`src/rtl/dmac_pkg.sv`:
```
package dmac_pkg;
  localparam int INSTR_W  = 32;
  localparam int IDX_W    = 4;
  localparam int COND_W   = 4;
  localparam int COND_LSB = 28;
  localparam int HI_LSB   = 16;
  localparam int LO_LSB   = 12;
  localparam int SWAP_BIT = 5;
  localparam int SUB_BIT  = 6;
  localparam logic [COND_W-1:0] COND_ALWAYS = 4'hE;

  typedef struct packed {
    logic [COND_W-1:0] cond;
    logic [IDX_W-1:0]  hi_idx;
    logic [IDX_W-1:0]  lo_idx;
    logic              swap;
    logic              sub;
  } dmac_ctrl_t;
endpackage

```
`src/rtl/dmac_decode.sv`:
```
module dmac_decode
  import dmac_pkg::*;
(
  input  logic [INSTR_W-1:0] instr,
  input  logic               cond_ok,
  output dmac_ctrl_t         ctrl,
  output logic               will_write
);
  logic unused_fields;

  always_comb begin
    ctrl.cond   = instr[COND_LSB +: COND_W];
    ctrl.hi_idx = instr[HI_LSB +: IDX_W];
    ctrl.lo_idx = instr[LO_LSB +: IDX_W];
    ctrl.swap   = instr[SWAP_BIT];
    ctrl.sub    = instr[SUB_BIT];
  end

  // Always-code overrides the pipeline's condition result.
  assign will_write = (ctrl.cond == COND_ALWAYS) | cond_ok;

  // Multiplicand indices and opcode bits are resolved by the pipeline.
  assign unused_fields = ^{instr[27:20], instr[11:7], instr[4:0]};
endmodule

```
`src/rtl/dmac_lanes.sv`:
```
module dmac_lanes #(
  parameter int HALF_W = 16,
  localparam int WORD_W = 2 * HALF_W,
  localparam int PROD_W = 2 * HALF_W,
  localparam int COMB_W = PROD_W + 1
) (
  input  logic [WORD_W-1:0]        rn,
  input  logic [WORD_W-1:0]        rm,
  input  logic                     swap,
  input  logic                     sub,
  output logic signed [PROD_W-1:0] prod_lo,
  output logic signed [PROD_W-1:0] prod_hi,
  output logic signed [COMB_W-1:0] comb
);
  logic [WORD_W-1:0] rm_eff;

  function automatic logic [WORD_W-1:0] exchange(input logic [WORD_W-1:0] w);
    return {w[HALF_W-1:0], w[WORD_W-1:HALF_W]};
  endfunction

  function automatic logic signed [PROD_W-1:0] lane_mul(
    input logic [HALF_W-1:0] a, input logic [HALF_W-1:0] b);
    logic signed [PROD_W-1:0] sa, sb;
    sa = PROD_W'($signed(a));
    sb = PROD_W'($signed(b));
    return sa * sb;
  endfunction

  // One extra bit keeps (-2^15)^2 + (-2^15)^2 = 2^31 positive.
  function automatic logic signed [COMB_W-1:0] merge(
    input logic signed [PROD_W-1:0] a, input logic signed [PROD_W-1:0] b,
    input logic do_sub);
    logic signed [COMB_W-1:0] wa, wb;
    wa = {a[PROD_W-1], a};
    wb = {b[PROD_W-1], b};
    return do_sub ? (wa - wb) : (wa + wb);
  endfunction

  assign rm_eff  = swap ? exchange(rm) : rm;
  assign prod_lo = lane_mul(rn[HALF_W-1:0], rm_eff[HALF_W-1:0]);
  assign prod_hi = lane_mul(rn[WORD_W-1:HALF_W], rm_eff[WORD_W-1:HALF_W]);
  assign comb    = merge(prod_lo, prod_hi, sub);
endmodule

```
`src/rtl/dmac_accum.sv`:
```
module dmac_accum #(
  parameter int DATA_W = 32,
  parameter int COMB_W = 33,
  localparam int ACC_W = 2 * DATA_W
) (
  input  logic signed [COMB_W-1:0] comb,
  input  logic [DATA_W-1:0]        lo_in,
  input  logic [DATA_W-1:0]        hi_in,
  output logic [DATA_W-1:0]        lo_out,
  output logic [DATA_W-1:0]        hi_out
);
  logic [ACC_W-1:0] sum;

  function automatic logic [ACC_W-1:0] accumulate(
    input logic [ACC_W-1:0] acc, input logic signed [COMB_W-1:0] v);
    return acc + {{(ACC_W-COMB_W){v[COMB_W-1]}}, v};
  endfunction

  assign sum    = accumulate({hi_in, lo_in}, comb);
  assign lo_out = sum[DATA_W-1:0];
  assign hi_out = sum[ACC_W-1:DATA_W];
endmodule

```
`src/rtl/dmac_long_unit.sv`:
```
module dmac_long_unit
  import dmac_pkg::*;
#(
  parameter int DATA_W = 32,
  localparam int HALF_W = DATA_W / 2,
  localparam int PROD_W = 2 * HALF_W,
  localparam int COMB_W = PROD_W + 1
) (
  input  logic                 clk,
  input  logic                 rst,
  input  logic                 in_valid,
  input  logic [INSTR_W-1:0]   instr,
  input  logic [DATA_W-1:0]    rn_val,
  input  logic [DATA_W-1:0]    rm_val,
  input  logic [DATA_W-1:0]    acc_lo,
  input  logic [DATA_W-1:0]    acc_hi,
  input  logic                 cond_ok,
  output logic                 out_valid,
  output logic [DATA_W-1:0]    out_lo,
  output logic [DATA_W-1:0]    out_hi,
  output logic [IDX_W-1:0]     out_lo_idx,
  output logic [IDX_W-1:0]     out_hi_idx,
  output logic                 out_wen
);
  dmac_ctrl_t               ctrl;
  logic                     will_write;
  logic signed [PROD_W-1:0] prod_lo, prod_hi;
  logic signed [COMB_W-1:0] comb;
  logic [DATA_W-1:0]        new_lo, new_hi;

  dmac_decode u_decode (
    .instr(instr), .cond_ok(cond_ok), .ctrl(ctrl), .will_write(will_write)
  );

  dmac_lanes #(.HALF_W(HALF_W)) u_lanes (
    .rn(rn_val), .rm(rm_val), .swap(ctrl.swap), .sub(ctrl.sub),
    .prod_lo(prod_lo), .prod_hi(prod_hi), .comb(comb)
  );

  dmac_accum #(.DATA_W(DATA_W), .COMB_W(COMB_W)) u_accum (
    .comb(comb), .lo_in(acc_lo), .hi_in(acc_hi),
    .lo_out(new_lo), .hi_out(new_hi)
  );

  always_ff @(posedge clk) begin
    if (rst) begin
      out_valid <= 1'b0;
      out_wen   <= 1'b0;
    end else begin
      out_valid <= in_valid;
      out_wen   <= in_valid & will_write;
    end
  end

  // Data path carries no reset; it is qualified by out_valid.
  always_ff @(posedge clk) begin
    if (in_valid) begin
      out_lo     <= will_write ? new_lo : acc_lo;
      out_hi     <= will_write ? new_hi : acc_hi;
      out_lo_idx <= ctrl.lo_idx;
      out_hi_idx <= ctrl.hi_idx;
    end
  end

  p_valid_lat_r2: assert property (@(posedge clk) disable iff (rst)
    in_valid |=> out_valid);
  p_no_spurious_r2: assert property (@(posedge clk) disable iff (rst)
    !in_valid |=> !out_valid);
  p_wen_qualified_r8: assert property (@(posedge clk) disable iff (rst)
    out_wen |-> out_valid);
  p_always_code_r8: assert property (@(posedge clk) disable iff (rst)
    (in_valid && instr[COND_LSB +: COND_W] == COND_ALWAYS) |=> out_wen);
  p_hold_acc_r9: assert property (@(posedge clk) disable iff (rst)
    (in_valid && instr[COND_LSB +: COND_W] != COND_ALWAYS && !cond_ok)
    |=> (!out_wen && out_lo == $past(acc_lo) && out_hi == $past(acc_hi)));
  p_no_wrap_r6: assert property (@(posedge clk) disable iff (rst)
    (in_valid && !ctrl.sub && !prod_lo[PROD_W-1] && !prod_hi[PROD_W-1])
    |-> !comb[COMB_W-1]);
  p_lo_idx_r3: assert property (@(posedge clk) disable iff (rst)
    in_valid |=> out_lo_idx == $past(instr[LO_LSB +: IDX_W]));
endmodule

```
`config.mk`:
```
export PLATFORM = sky130hd
export DESIGN_NAME = dmac_long_unit
export DESIGN_NICKNAME = d
export VERILOG_FILES = /design/src/rtl/dmac_pkg.sv /design/src/rtl/dmac_decode.sv /design/src/rtl/dmac_lanes.sv /design/src/rtl/dmac_accum.sv /design/src/rtl/dmac_long_unit.sv
export SDC_FILE = /design/constraint.sdc
export NUM_CORES = 2
export LEC_CHECK = 0
export CORE_MARGIN = 4
export CORE_UTILIZATION = 70
export CTS_CLUSTER_DIAMETER = 40
export CTS_CLUSTER_SIZE = 30
export DETAILED_ROUTE_END_ITERATION = 10
export DONT_BUFFER_PORTS = 1
export GPL_TIMING_DRIVEN = 0
export MAX_ROUTING_LAYER = met4
export PLACE_DENSITY = 0.9
export SETUP_SLACK_MARGIN = 0.5
export SLEW_MARGIN = 40
export SYNTH_ARGS = -nofsm -noshare
export SYNTH_HDL_FRONTEND = slang
export SYNTH_SLANG_ARGS = --single-unit
```
`constraint.sdc`:
```
create_clock -name clk -period 24.3 [get_ports clk]
set_input_delay 4.86 -clock clk [delete_from_list [all_inputs] [get_ports clk]]
set_output_delay 4.86 -clock clk [all_outputs]
set_load 0.02 [all_outputs]
```
==> impl_metrics.py <==
metrics = {
    "floorplanning": {
        "dieArea_um2": 44100,
        "die_h_um": 210,
        "rows": 73,
        "io_pins": 238,
        "core_area_um2": 40000,
        "initial_utilization_pct": 71.4,
        "die_w_um": 210,
    },
    "place": {
        "placed_cells": 3729,
        "post-dp-hpwl_um": 66700,
        "io_buffers": 0,
        "gp_congestion": 1.05,
    },
    "logic_synthesis": {
        "synth.area.mux_share_pct": 1.55,
        "yosysTopAreaCell": "fa_1",
        "synth_xor_area_share_pct": 5.99,
        "syn_area_um2": 28600,
        "synth_fa_ha_area_share_pct": 48.3,
        "synth-simple-area-share_pct": 16.0,
        "async_reset_ff_share_pct": 0,
        "synth_cell_type_count": 95,
        "synth.area.top_cells": "fa_1, ha_1, inv_1",
        "synth_top_family_by_area": "adder cells",
        "ys_seq_elements": 74,
        "synth.avg_cell_area_um2": 8.92,
        "synth_edf_count": 72,
        "ys_warn_count": 0,
        "synth_top_area_share_pct": 36.9,
        "syn-num-nets": 4155,
        "netlist_instances": 3204,
        "synth-seq-area-share_pct": 7.71,
        "ys.flop_type": "edfxtp_1",
        "synth-compound-area-share_pct": 10.9,
    },
    "cells_and_area": {
        "layout_commonest_cell": "inv_1",
        "multi_input_area_um2": 23700,
        "area_growth_pct": 3.60,
        "final_cells": 3749,
        "most-common-layout-cells": "inv_1, fa_1, nand2_1",
        "utilization_pct": 74.0,
        "drive_gt1_share_pct": 4.01,
        "fin_nets": 4166,
        "seqCellArea_um2": 2200,
        "fillCellCount": 2736,
    },
    "global_routing": {
        "grt_usage_pct": 36.6,
        "grt_pass1_wl_um": 126000,
        "antenna_found_initial": 2,
        "grt_pass1_vias": 24700,
        "grt_overflow_total": 0,
        "grt_start_max_net_pins": 74,
    },
    "sta": {
        "fin_tns_setup_ps": 0,
        "slew_violations": 0,
        "hold_violations": 0,
        "fmax_ghz": 0.0540,
        "finalCritPeriodShare_pct": 76.3,
        "relSlewSlack_pct": 40.5,
        "setup_violations": 0,
        "tightestPinTransition_ps": 875,
        "period_needed_ps": 18530,
        "rsz0062_at_grt": "false",
    },
    "critical_path": {
        "crit_path_end_kind": "register",
        "path_max_fanout": 33,
        "startpoint_type": "primary input",
        "cp.required_ps": 24390,
        "arrival_ps": 18630,
        "slowest_stage": "mux2i_1",
        "worstSetupPathType": "in2reg",
        "crit_top_cell": "a21oi_1",
        "critPathMaxStageDelay_ps": 780,
    },
    "clock_tree": {
        "hold_buffers": 0,
        "ctsRootBufferMaster": "clkbuf_16",
        "post_cts_buffers": 0,
        "h-tree-depth": 3,
        "cts_buffer_depth": 2,
        "cts.clk_slew.worst_paths_ps": 60,
        "cts_tree": "done",
        "clkSinkCount": 74,
        "ctsResizeCount": 0,
        "cts_buffers": 9,
    },
    "routing": {
        "routedWlPerCell_um": 20.6,
        "ant_nets": 0,
        "post-route-drc-count": 0,
        "viasPerCell": 6.15,
        "route.vias.total": 23100,
        "firstDrtPassIters": 6,
        "drtIter0Drc": 2428,
        "wl_um": 77300,
    },
    "flow_run": {
        "maxCapViolations": 0,
    },
    "run_status": {
        "status": "finished, final reports clean",
    },
    "min_path": {
        "min_path_type": "in2reg",
    },
}
## registers in the layout, indices dropped and copies added (netlist names)
name,flops
out_lo_idx,4
out_lo,32
out_wen,1
out_hi,32
out_valid,1
out_hi_idx,4
## path summary, 6_finish.rpt
path                         end  depth (start not counted)  startpoint
worst max-delay path  out_hi[31]                         49    instr[5]
worst min-delay path   out_valid                          1         rst
## metal layers
metal | vias to the layer above | global-route usage (%) | share of wire (%)
met5 | - | - | 0
met3 | 340 | 7.52 | 10
met4 | 0 | 15.4 | 5.6
met1 | 11400 | 44.1 | 36
met2 | 1261 | 60.5 | 48
li1 | 10100 | - | -
## critical path, delay by kind of cell
family,cells,cell delay (ps)
XOR/XNOR,4,1480
AND/OR/NAND/NOR,8,1300
AO/OA/AOI/OAI,18,4030
multiplexers,2,870
adder cells (fa/ha/maj),9,3960
buffers and inverters,8,2110
## kinds of logic after synthesis
| logic type | count (synthesis) |
|---|---|
| XOR/XNOR | 189 |
| AND/OR/NAND/NOR | 912 |
| AO/OA/AOI/OAI | 488 |
| multiplexers | 41 |
| buffers and inverters | 713 |
| flip-flops | 74 |
| adder cells (fa/ha/maj) | 787 |
## per-stage QoR
stage | hold slack [ps] | worst slack, ps | instance area (um2)
after floorplan | 4940 | 7520 | 28600
after global placement | 4940 | 5700 | 29200
after detailed placement | 4940 | 5330 | 29300
after CTS | 4590 | 5630 | 29600
after global routing | 4590 | 5070 | 29600
final | 4590 | 5770 | 29600
## synth_stat cells, drive strengths merged (3+ instances only)
| master | number |
|---|---|
| a21oi | 150 |
| a21o | 72 |
| xnor2 | 135 |
| or3 | 12 |
| a21boi | 8 |
| o211ai | 7 |
| a211o | 4 |
| o21ai | 130 |
| a2111oi | 3 |
| and2 | 111 |
| edfxtp | 72 |
| a31oi | 17 |
| o31ai | 6 |
| o22ai | 4 |
| buf | 6 |
| nor2 | 103 |
| a221oi | 3 |
| fa | 526 |
| o41ai | 4 |
| nor3 | 28 |
| nor2b | 136 |
| nor4b | 3 |
| a211oi | 11 |
| o21a | 21 |
| xor2 | 53 |
| nor4 | 5 |
| nand2b | 42 |
| inv | 614 |
| mux2 | 26 |
| ha | 261 |
| nand2 | 375 |
| and3 | 15 |
| nand3 | 26 |
| and4 | 7 |
| o21bai | 27 |
| mux2i | 15 |
| or2 | 25 |
| clkbuf | 91 |
| a31o | 5 |
| nand4 | 9 |
## area by class of cell
type                            count  area share (%)
Clock buffer                       10           0.774
Sequential cell                    74            7.44
Multi-Input combinational cell   2417            80.1
Buffer                             98            1.36
Clock inverter                      6           0.304
Tap cell                          525            2.22
Inverter                          615            7.80
Antenna cell                        4          0.0338
Power is not shown: default switching activity piles up to over one toggle a cycle in this logic, so the estimate is an artifact.
